==> config.mk <==
export PLATFORM = sky130hd
export DESIGN_NAME = sbus_master
export DESIGN_NICKNAME = d
export VERILOG_FILES = /design/src/rtl/sbus_pkg.sv /design/src/rtl/sbus_seq.sv /design/src/rtl/sbus_addr_ctr.sv /design/src/rtl/sbus_data_path.sv /design/src/rtl/sbus_master.sv
export SDC_FILE = /design/constraint.sdc
export NUM_CORES = 1
export LEC_CHECK = 0
export ABC_CLOCK_PERIOD_IN_PS = 5000
export BUFFER_PORTS_ARGS = -buffer_cell sky130_fd_sc_hd__buf_2
export CORE_UTILIZATION = 50
export CTS_BUF_LIST = sky130_fd_sc_hd__clkbuf_4 sky130_fd_sc_hd__clkbuf_8
export CTS_CLUSTER_DIAMETER = 40
export DETAILED_ROUTE_END_ITERATION = 16
export GPL_TIMING_DRIVEN = 0
export PLACE_DENSITY_LB_ADDON = 0.2
export SYNTH_ARGS = -nofsm -noshare
export SYNTH_HDL_FRONTEND = slang
export SYNTH_SLANG_ARGS = --single-unit
export TNS_END_PERCENT = 10
==> constraint.sdc <==
create_clock -name clk -period 5 [get_ports clk]
set_clock_uncertainty 0.05 [all_clocks]
set_input_delay 1 -clock clk [delete_from_list [all_inputs] [get_ports clk]]
set_output_delay 1 -clock clk [all_outputs]
set_load 0.05 [all_outputs]
==> src/rtl/sbus_pkg.sv <==
// Package: shared types for the serial bit-addressed bus master.
// Assumes nothing beyond IEEE 1800-2017 enum support.
package sbus_pkg;

    // Sequencer phases: waiting, address/data setup, strobe high.
    typedef enum logic [1:0] {
        PH_IDLE   = 2'd0,
        PH_SETUP  = 2'd1,
        PH_STROBE = 2'd2
    } sbus_phase_e;

endpackage

==> src/rtl/sbus_seq.sv <==
// Module: sbus_seq
// Sequences one command into per-bit setup and strobe cycles, tracks the
// bit index and signals completion. Assumes start is only honoured in idle.
module sbus_seq
    import sbus_pkg::*;
#(
    parameter int DATA_W = 16,
    localparam int CNT_W = $clog2(DATA_W)
) (
    input  logic             clk,
    input  logic             rst_n,
    input  logic             start,
    input  logic             cmd_write,
    input  logic [CNT_W-1:0] cmd_count,
    output logic             load,
    output logic             advance,
    output logic             strobe,
    output logic             busy,
    output logic             done,
    output logic             is_write,
    output logic [CNT_W-1:0] idx
);

    sbus_phase_e      phase_q;
    logic [CNT_W-1:0] last_q;
    logic             done_q;

    // Accept decode and phase-derived controls.
    always_comb begin
        load    = start && (phase_q == PH_IDLE);
        advance = (phase_q == PH_STROBE);
        strobe  = (phase_q == PH_STROBE);
        busy    = (phase_q != PH_IDLE);
        done    = done_q;
    end

    // Phase register: idle -> setup -> strobe -> setup ... -> idle.
    always_ff @(posedge clk) begin
        if (!rst_n) begin
            phase_q <= PH_IDLE;
        end else begin
            case (phase_q)
                PH_IDLE:   if (load) phase_q <= PH_SETUP;
                PH_SETUP:  phase_q <= PH_STROBE;
                PH_STROBE: phase_q <= (idx == last_q) ? PH_IDLE : PH_SETUP;
                default:   phase_q <= PH_IDLE;
            endcase
        end
    end

    // Bit index, final index (count minus one, wrapping 0 to all ones) and mode.
    always_ff @(posedge clk) begin
        if (!rst_n) begin
            idx      <= '0;
            last_q   <= '0;
            is_write <= 1'b0;
        end else if (load) begin
            idx      <= '0;
            last_q   <= cmd_count - 1'b1;
            is_write <= cmd_write;
        end else if (advance) begin
            idx <= idx + 1'b1;
        end
    end

    // Completion pulse in the cycle after the final strobe.
    always_ff @(posedge clk) begin
        if (!rst_n) done_q <= 1'b0;
        else        done_q <= advance && (idx == last_q);
    end

endmodule

==> src/rtl/sbus_addr_ctr.sv <==
// Module: sbus_addr_ctr
// Holds the bit address: loads base>>1 on accept, steps by one after each
// strobe, wrapping at 2**ADDR_W. Assumes BASE_W > ADDR_W.
module sbus_addr_ctr #(
    parameter int ADDR_W = 12,
    parameter int BASE_W = 16
) (
    input  logic              clk,
    input  logic              rst_n,
    input  logic              load,
    input  logic              advance,
    input  logic [BASE_W-1:0] base,
    output logic [ADDR_W-1:0] addr
);

    // Address register with load and natural-width increment.
    always_ff @(posedge clk) begin
        if (!rst_n)       addr <= '0;
        else if (load)    addr <= base[ADDR_W:1];
        else if (advance) addr <= addr + 1'b1;
    end

endmodule

==> src/rtl/sbus_data_path.sv <==
// Module: sbus_data_path
// Captures write data and drives the selected bit; packs sampled read bits
// at their index. Assumes idx stays below DATA_W.
module sbus_data_path #(
    parameter int DATA_W = 16,
    localparam int CNT_W = $clog2(DATA_W)
) (
    input  logic              clk,
    input  logic              rst_n,
    input  logic              load,
    input  logic              cmd_write,
    input  logic [DATA_W-1:0] wdata,
    input  logic              advance,
    input  logic              busy,
    input  logic              is_write,
    input  logic [CNT_W-1:0]  idx,
    input  logic              din,
    output logic              dout,
    output logic [DATA_W-1:0] rdata
);

    logic [DATA_W-1:0] wdata_q;

    // Write word capture.
    always_ff @(posedge clk) begin
        if (!rst_n)    wdata_q <= '0;
        else if (load) wdata_q <= wdata;
    end

    // Outgoing bit: selected write bit while a write runs, low otherwise.
    always_comb begin
        dout = busy && is_write && wdata_q[idx];
    end

    // Read result: cleared on read accept, filled at each strobe end.
    always_ff @(posedge clk) begin
        if (!rst_n) begin
            rdata <= '0;
        end else if (load && !cmd_write) begin
            rdata <= '0;
        end else if (advance && !is_write) begin
            rdata[idx] <= din;
        end
    end

endmodule

==> src/rtl/sbus_master.sv <==
// Module: sbus_master (top)
// Master side of a one-bit serial bus with a parallel bit address. One
// command moves 1..DATA_W consecutive bits. Assumes synchronous inputs.
module sbus_master #(
    parameter int ADDR_W = 12,
    parameter int BASE_W = 16,
    parameter int DATA_W = 16,
    localparam int CNT_W = $clog2(DATA_W)
) (
    input  logic              clk,
    input  logic              rst_n,
    input  logic              cmd_start,
    input  logic              cmd_write,
    input  logic [BASE_W-1:0] cmd_base,
    input  logic [CNT_W-1:0]  cmd_count,
    input  logic [DATA_W-1:0] cmd_wdata,
    output logic              busy,
    output logic              done,
    output logic [DATA_W-1:0] rdata,
    output logic [ADDR_W-1:0] bus_addr,
    output logic              bus_dout,
    output logic              bus_strobe,
    input  logic              bus_din
);

    logic             load;
    logic             advance;
    logic             is_write;
    logic [CNT_W-1:0] idx;

    sbus_seq #(.DATA_W(DATA_W)) u_seq (
        .clk       (clk),
        .rst_n     (rst_n),
        .start     (cmd_start),
        .cmd_write (cmd_write),
        .cmd_count (cmd_count),
        .load      (load),
        .advance   (advance),
        .strobe    (bus_strobe),
        .busy      (busy),
        .done      (done),
        .is_write  (is_write),
        .idx       (idx)
    );

    sbus_addr_ctr #(.ADDR_W(ADDR_W), .BASE_W(BASE_W)) u_addr (
        .clk     (clk),
        .rst_n   (rst_n),
        .load    (load),
        .advance (advance),
        .base    (cmd_base),
        .addr    (bus_addr)
    );

    sbus_data_path #(.DATA_W(DATA_W)) u_data (
        .clk       (clk),
        .rst_n     (rst_n),
        .load      (load),
        .cmd_write (cmd_write),
        .wdata     (cmd_wdata),
        .advance   (advance),
        .busy      (busy),
        .is_write  (is_write),
        .idx       (idx),
        .din       (bus_din),
        .dout      (bus_dout),
        .rdata     (rdata)
    );

endmodule

Word level (Yosys, flattened, before mapping)
Cells that the tools add are included.
Storage, ports and cells
  output and inout bits: 32
  logic and storage cells: 42
  input bits: 41
  flip-flop bits (word level): 56
Cells by class
  eq/ne operators: 4
  add/subtract/negate cells: 3
  reduce and logical (&&, ||, !) cells: 14
  mux-type cells: 10
  bitwise gates (word level): 1
  order comparisons: 2
Operators by type and width (number)
  $mux 12: 2
  $bwmux 16: 1
  $add 12x1->12 const B: 1
  $logic_and 1x1->1: 7
  $pmux 2 s3: 1
  $lt 4x5->1 const B: 1
  $add 4x1->4 const B: 1
  $bmux 1 s4: 1
  $demux 1 s4: 1
  $eq 4x4->1: 1
  $ge 4x1->1 const B: 1
  $reduce_bool 2->1: 2
  $reduce_or 2->1: 2
  $sub 4x1->4 const B: 1
  $mux 1: 3
  $eq 2x1->1 const B: 1
  $eq 2x2->1 const B: 1
  $logic_not 1->1: 2
  $logic_not 2->1: 1
  $mux 2: 1
  $ne 2x1->1 const B: 1
  $not 1->1: 1

Longest topological paths before layout
Gate-level depths: netlist of the first run.
  depth in word-level cells: 5
  depth in mapped cells: 6

Hierarchy
From an unflattened synthesis of the first run, not the netlist that was laid out.
Second synthesis, totals
  cells, all modules: 298
  area total of the unflattened synthesis: 2723.9 µm²
Modules (own cells, without submodules)
  sbus_data_path: instances 1, cells each 159, area each 1486.4 µm², sequential area each 640.6 µm²
  sbus_addr_ctr: instances 1, cells each 79, area each 674.4 µm², sequential area each 240.2 µm²
  sbus_seq: instances 1, cells each 60, area each 563.0 µm², sequential area each 240.2 µm²

Worst setup path before layout of the first run
Ideal clock, no wire load.
  path type: register to output
  start point: reg u_seq.idx[1]
  end point: out bus_dout
  path slack: 2.372 ns
  required time: 3.950 ns
  arrival: 1.578 ns
  stages on the path, launching flop included: 6
  path buffers: 1
  cells stage by stage: dfxtp_1 > buf_2 > mux2_2 > or3_1 > o211ai_1 > nand2_1
On the way
  word-level cells in the longest chain between the ends: 3
Ends and longest elaborated chain
  from (decl): RTL line sbus_seq.sv:21  | output logic [CNT_W-1:0] idx
  from (signal assigned): RTL line sbus_seq.sv:62  | idx <= idx + 1'b1;
  $bmux 1 s4: RTL line sbus_data_path.sv:32  | dout = busy && is_write && wdata_q[idx];
  $mux 1 (implied by the code): RTL line sbus_data_path.sv:32
  $logic_and 1x1->1: RTL line sbus_data_path.sv:32
  to (decl): RTL line sbus_master.sv:21  | output logic bus_dout,
Every way passes these cells. The select of a mux whose other input is x is not followed.

Worst setup path in the final report of the first run
Ends and elaborated chain as after synthesis.

==> results of run 1 <==
state kept, by name, indices dropped and copies added, names as in the netlist:
| name | count |
|---|---|
| u_seq.phase_q | 2 |
| u_seq.is_write | 1 |
| u_data.wdata_q | 16 |
| u_seq.last_q | 4 |
| u_data.rdata | 16 |
| u_addr.addr | 12 |
| u_seq.idx | 4 |
| u_seq.done | 1 |
cell families (layout without fill, tap and decap cells):
logic type      count (synthesis)  count (layout)  share of synthesized area, %
fa+ha+maj                       6               6                         2.861
xor+xnor                       17              17                         5.675
compound gates                 52              52                         13.78
buf+inv                        28             103                         4.721
simple gates                  116             116                         20.84
mux                            22              22                         9.394
flops                          56              56                         42.73
final timing paths:
check | startpoint | endpoint | cells after the start
hold reg to reg | u_data.wdata_q[8] | u_data.wdata_q[8] | 2
setup / recovery | u_seq.idx[1] | bus_dout | 6
hold / removal | u_data.wdata_q[8] | u_data.wdata_q[8] | 2
setup reg to reg | u_seq.phase_q[1] | u_data.rdata[5] | 6
tightest hold or removal path, stage by stage (launching register included):
cell and delay (ns):
dfxtp_1 0.32, nand2_1 0.05, a21boi_0 0.06
routing by layer:
layer,vias up,part of all wire (%)
met4,0,1.2
met3,6,4.1
met5,-,0
met2,52,47
met1,1064,48
li1,1163,-
power by group:
part / switching, mW / total (mW) / internal (mW)
Combinational: 0.0974 / 0.150 / 0.0525
Sequential: 0.0203 / 0.489 / 0.469
Clock: 0.149 / 0.260 / 0.111
cell type report:
class	count	share of cell area, %
flip-flops and latches	56	35.71
clock inverters	2	0.3189
clock buffers	6	2.631
inverters	9	1.076
plain buffers	19	2.870
repair buffers	67	10.68
well taps	70	2.790
multi-input cells	213	43.92
layout by cell type (no fill, tap or decap), drive strengths merged, types with 3 or more instances in the layout:
cell and count:
o211a 5, a21oi 8, nor3b 3, dfxtp 56, nand4 7, buf 80, a21boi 18, o21ai 14
inv 9, nor4 3, xnor2 9, nand3 16, nand2 45, ha 6, mux2i 19, nor3 8
clkbuf 12, nor2 26, xor2 8
==> results.sh, run 1 <==
export IMPL_status="complete, no violations"
export IMPL_drtAntennaViolNets=0
export IMPL_setup_tns_ns=0
export IMPL_p_per_area_nw_per_um2=286.4
export IMPL_area_growth_pct=19.65
export IMPL_grt_pass1_vias=1988
export IMPL_report_final_slew_viol_count=0
export IMPL_setup_viol=0
export IMPL_drt_total_wl_um=5737
export IMPL_peakVddDrop_uv=213.3
export IMPL_drive_gt1_share_pct=25.81
export IMPL_clock_latency_ns=0.31
export IMPL_yosysMostFrequentCell="dfxtp_1"
export IMPL_synth_cell_area_um2=2624
export IMPL_worst_slack_ns=1.938
export IMPL_post_route_util_pct=61.86
export IMPL_drtIter0Drc=129
export IMPL_core_area_um2=5075
export IMPL_grtUsageMet1_pct=28.58
export IMPL_ys_types=37
export IMPL_cts_sinks=56
export IMPL_tightest_slew_ns=0.5262
export IMPL_finalCriticalPeriod_ns=3.062
export IMPL_cp_slowest_cell="dfxtp_1"
export IMPL_postCtsHoldBufs=0
export IMPL_cts_repair_resized=0
export IMPL_grt_max_degree=17
export IMPL_grt_busiest_layer="met2"
export IMPL_critPathKind="reg2out"
export IMPL_fin_cells=442
export IMPL_io_pins=73
export IMPL_cts_tree="yes"
export IMPL_ys_top_cells_by_count="dfxtp_1 (56), nand2_1 (45), nor2_1 (26)"
export IMPL_clock_fmax_mhz=326.6
export IMPL_use_met3_pct=4.743
export IMPL_ys_flop_type="dfxtp_1"
export IMPL_cpMostUsedCell="buf_2"
export IMPL_root_buffer="clkbuf_8"
export IMPL_power_mw=0.8990
export IMPL_cts_buffer_depth=2
export IMPL_numCtsBuffers=5
export IMPL_seq_area_um2=1121
export IMPL_worst_setup_path_end_kind="primary output"
export IMPL_antenna_found_initial=0
export IMPL_crit_buf_inv=2
export IMPL_cp_data_arrival_time_ns=2.01
export IMPL_multi_input_area_um2=1379
export IMPL_holdWs_ns=0.4167
export IMPL_dr_pass1_iters=4
export IMPL_hold_class="reg2reg"
export IMPL_final_area_um2=3139
export IMPL_crit_chain="buf_2 -> mux2_2 -> or3_1 -> o211ai_1 -> nand2_1 -> buf_2"
export IMPL_crit_path_max_fanout=9
export IMPL_synth_top_area_share_pct=42.73
export IMPL_place_area_um2=3047
export IMPL_start_util_pct=51.70
export IMPL_syn_num_nets=344
export IMPL_grt_pass1_wl_um=9149
export IMPL_place_ws_ns=2.295
export IMPL_fillers=495
export IMPL_synth_top_cell_by_area="dfxtp_1"
export IMPL_fin_crit_sh_pct=61.24
export IMPL_dp_hpwl_um=4188
export IMPL_dieArea_um2=5541
export IMPL_max_stage_delay_ns=0.37
export IMPL_place_congestion=0.7634
export IMPL_crit_required_ns=3.95
export IMPL_maxCapViolCount=0
export IMPL_postCtsSetupBuffers=0
export IMPL_synthTopCellsByArea="dfxtp_1 (43%), mux2i_1 (7.2%), nand2_1 (6.4%), a21boi_0 (5.2%), nor2_1 (3.7%)"
export IMPL_vias_per_cell=5.170
export IMPL_ys_ff_latch=56
export IMPL_post_drt_wl_per_cell_um=12.98
export IMPL_routed_via_count=2285
export IMPL_rsz0062_at_grt="no"
export IMPL_synth_warning_count=0
export IMPL_track_usage_pct=21.77
export IMPL_synth_edf_count=0
export IMPL_crit_family="buffers and inverters"
export IMPL_syn_inst=297
export IMPL_cts_htree_levels=2
export IMPL_num_rows=26
export IMPL_path_clk_slew_ns=0.10
export IMPL_postSynth_asyncResetShare_pct=0
export IMPL_dpl_cell_count=434
export IMPL_seq_area_frac_synth_pct=42.73
export IMPL_r2r_slack_ns=3.41
export IMPL_start_kind="flip-flop"
export IMPL_leakage_nw=1.480
export IMPL_grt_ovfl_total=0
export IMPL_synth_area_per_cell_um2=8.834
export IMPL_globalRouteMet2Util_pct=35.94
export IMPL_io_buffers=67
export IMPL_layout_nets=418
export IMPL_final_hold_viol_count=0
export IMPL_die_x_um=74.44
export IMPL_relSlewSlack_pct=64.85
export IMPL_drc=0
export IMPL_chipHeight_um=74.44
export IMPL_diodes=0
Power figures use the tool's default switching activity.
==> run 2, diff against run 1 <==
Settings changed: ABC_AREA from default to 1, ABC_CLOCK_PERIOD_IN_PS 5000 to 3200.
Clock period 5 ns to 3.2 ns, I/O delays scaled along.
==> results.sh, run 2 <==
export IMPL_layout_common_cells="buf_2 (72), nand2_1 (63), dfxtp_1 (56), nand3_1 (45), o21ai_0 (43)"
export IMPL_fin_crit_sh_pct=81.20
export IMPL_leakage_nw=1.489
export IMPL_maxCapViolCount=0
export IMPL_ys_flop_type="dfxtp_1"
export IMPL_ys_top_cells_by_count="nand2_1 (63), dfxtp_1 (56), nand3_1 (45)"
export IMPL_cts_buffer_depth=2
export IMPL_synthTopCellsByArea="dfxtp_1 (40%), nand2_1 (8.4%), nand3_1 (8.0%), o21ai_0 (7.6%), a21oi_1 (5.5%)"
export IMPL_critPathKind="reg2out"
export IMPL_syn_inst=388
export IMPL_die_x_um=77.02
export IMPL_synth_warning_count=0
export IMPL_worst_setup_path_end_kind="primary output"
export IMPL_max_stage_delay_ns=0.37
export IMPL_cp_slowest_cell="dfxtp_1"
export IMPL_diodes=0
export IMPL_rsz0062_at_grt="no"
export IMPL_synth_cell_area_um2=2814
export IMPL_synth_area_per_cell_um2=7.252
export IMPL_peakVddDrop_uv=259.8
export IMPL_fillers=534
export IMPL_grt_pass1_vias=2589
export IMPL_reg2regPathDepth=7
export IMPL_finalCriticalPeriod_ns=2.598
export IMPL_multi_input_area_um2=1396
export IMPL_cts_sinks=56
export IMPL_r2r_start="u_seq.idx[1]"
export IMPL_post_drt_wl_per_cell_um=12.83
export IMPL_cp_data_arrival_time_ns=1.91
export IMPL_grt_pass1_wl_um=11310
export IMPL_tightest_slew_ns=0.4901
export IMPL_cts_tree="yes"
export IMPL_synth_top_cell_by_area="dfxtp_1"
export IMPL_drive_gt1_share_pct=24.73
export IMPL_ys_ff_latch=56
export IMPL_start_util_pct=53.40
export IMPL_crit_chain="buf_2 -> inv_1 -> a21oi_1 -> o21ai_0 -> nand2_1 -> nand2_1 -> nand2_1 -> nor2_1 -> nor2_1 -> buf_2"
export IMPL_track_usage_pct=24.00
export IMPL_cts_htree_levels=2
export IMPL_dieArea_um2=5932
export IMPL_fin_cells=531
export IMPL_reg_largest_list="u_data.rdata x16, u_data.wdata_q x16, u_addr.addr x12"
export IMPL_p_per_area_nw_per_um2=431.2
export IMPL_postSynth_asyncResetShare_pct=0
export IMPL_path_clk_slew_ns=0.10
export IMPL_drtIter0Drc=119
export IMPL_syn_num_nets=435
export IMPL_vias_per_cell=5.277
export IMPL_antenna_found_initial=0
export IMPL_hold_class="reg2reg"
export IMPL_setup_viol=0
export IMPL_final_common_cell="buf_2"
export IMPL_report_final_slew_viol_count=0
export IMPL_cpMostUsedCell="nand2_1"
export IMPL_hold_end="u_seq.phase_q[1]"
export IMPL_postCtsHoldBufs=0
export IMPL_root_buffer="clkbuf_8"
export IMPL_routed_via_count=2802
export IMPL_final_hold_viol_count=0
export IMPL_setup_tns_ns=0
export IMPL_holdCritStartpoint="u_seq.phase_q[1]"
export IMPL_relSlewSlack_pct=67.33
export IMPL_clock_fmax_mhz=384.9
export IMPL_grt_ovfl_total=0
export IMPL_dp_hpwl_um=5146
export IMPL_start_kind="flip-flop"
export IMPL_place_area_um2=3232
export IMPL_r2r_slack_ns=1.63
export IMPL_chipHeight_um=77.02
export IMPL_place_congestion=0.8450
export IMPL_drc=0
export IMPL_post_route_util_pct=62.87
export IMPL_dr_pass1_iters=4
export IMPL_seq_area_um2=1121
export IMPL_area_growth_pct=17.74
export IMPL_min_path_cells=1
export IMPL_io_buffers=66
export IMPL_layout_nets=508
export IMPL_core_area_um2=5270
export IMPL_crit_start="u_seq.idx[1]"
export IMPL_io_pins=73
export IMPL_drtAntennaViolNets=0
export IMPL_synth_edf_count=0
export IMPL_crit_path_max_fanout=8
export IMPL_seq_area_frac_synth_pct=39.84
export IMPL_cts_repair_resized=0
export IMPL_clock_latency_ns=0.32
export IMPL_grt_max_degree=17
export IMPL_crit_family="buffers and inverters"
export IMPL_postCtsSetupBuffers=0
export IMPL_crit_buf_inv=3
export IMPL_status="complete, no violations"
export IMPL_dpl_cell_count=524
export IMPL_ys_types=33
export IMPL_crit_required_ns=2.51
export IMPL_final_area_um2=3313
export IMPL_yosysMostFrequentCell="nand2_1"
export IMPL_synth_top_area_share_pct=39.84
export IMPL_numCtsBuffers=5
export IMPL_num_rows=26
export IMPL_r2r_end="u_data.rdata[4]"
export IMPL_drt_total_wl_um=6814
export IMPL_holdWs_ns=0.4016
-- run 2: per-stage QoR --
step	setup WS, ns	total power, mW
detailed placement	0.9643	1.062
global route	0.4332	1.503
CTS	0.5928	1.438
global placement	1.017	1.055
floorplan	0.9000	0.9796
finish	0.6017	1.429
-- run 2: how the worst max path moves through the flow --
stage / cells after the start / slack, ns / to
floorplan: 9 / 0.90 / bus_dout
global placement: 10 / 1.02 / bus_dout
detailed placement: 10 / 0.96 / bus_dout
CTS: 10 / 0.59 / bus_dout
global route: 10 / 0.43 / bus_dout
finish: 10 / 0.60 / bus_dout
-- run 2: cell type report --
cell class              count  share of cell area, %
clock buffers               5                  2.077
flip-flops and latches     56                  33.84
well taps                  70                  2.644
clock inverters             2                 0.3776
repair buffers             66                  9.970
inverters                  48                  5.514
multi-input cells         266                  42.15
plain buffers              18                  3.437
-- run 2: per-layer routing --
metal  share of wire [%]  routed length, µm  track usage, %
met3                 5.3                361           6.310
met2                  49               3360           42.50
met4                 1.3                 89           8.491
met5                   0                  0               0
met1                  44               3003           27.70
-- run 2: logic make-up (layout without fill, tap and decap cells) --
kind of cell             Yosys count  in the layout  synth area share (%)
AO/OA/AOI/OAI                     92             92                 18.28
XOR/XNOR                           7              7                 2.179
adder cells (fa/ha/maj)            6              6                 2.668
buffers and inverters             66            139                 10.54
flip-flops                        56             56                 39.84
AND/OR/NAND/NOR                  161            161                 26.50
-- run 2: report_power, final --
group          internal [mW]  total, mW  switching [mW]
clock network          0.149      0.384           0.235
registers              0.735      0.765          0.0297
logic                 0.0915      0.280           0.188
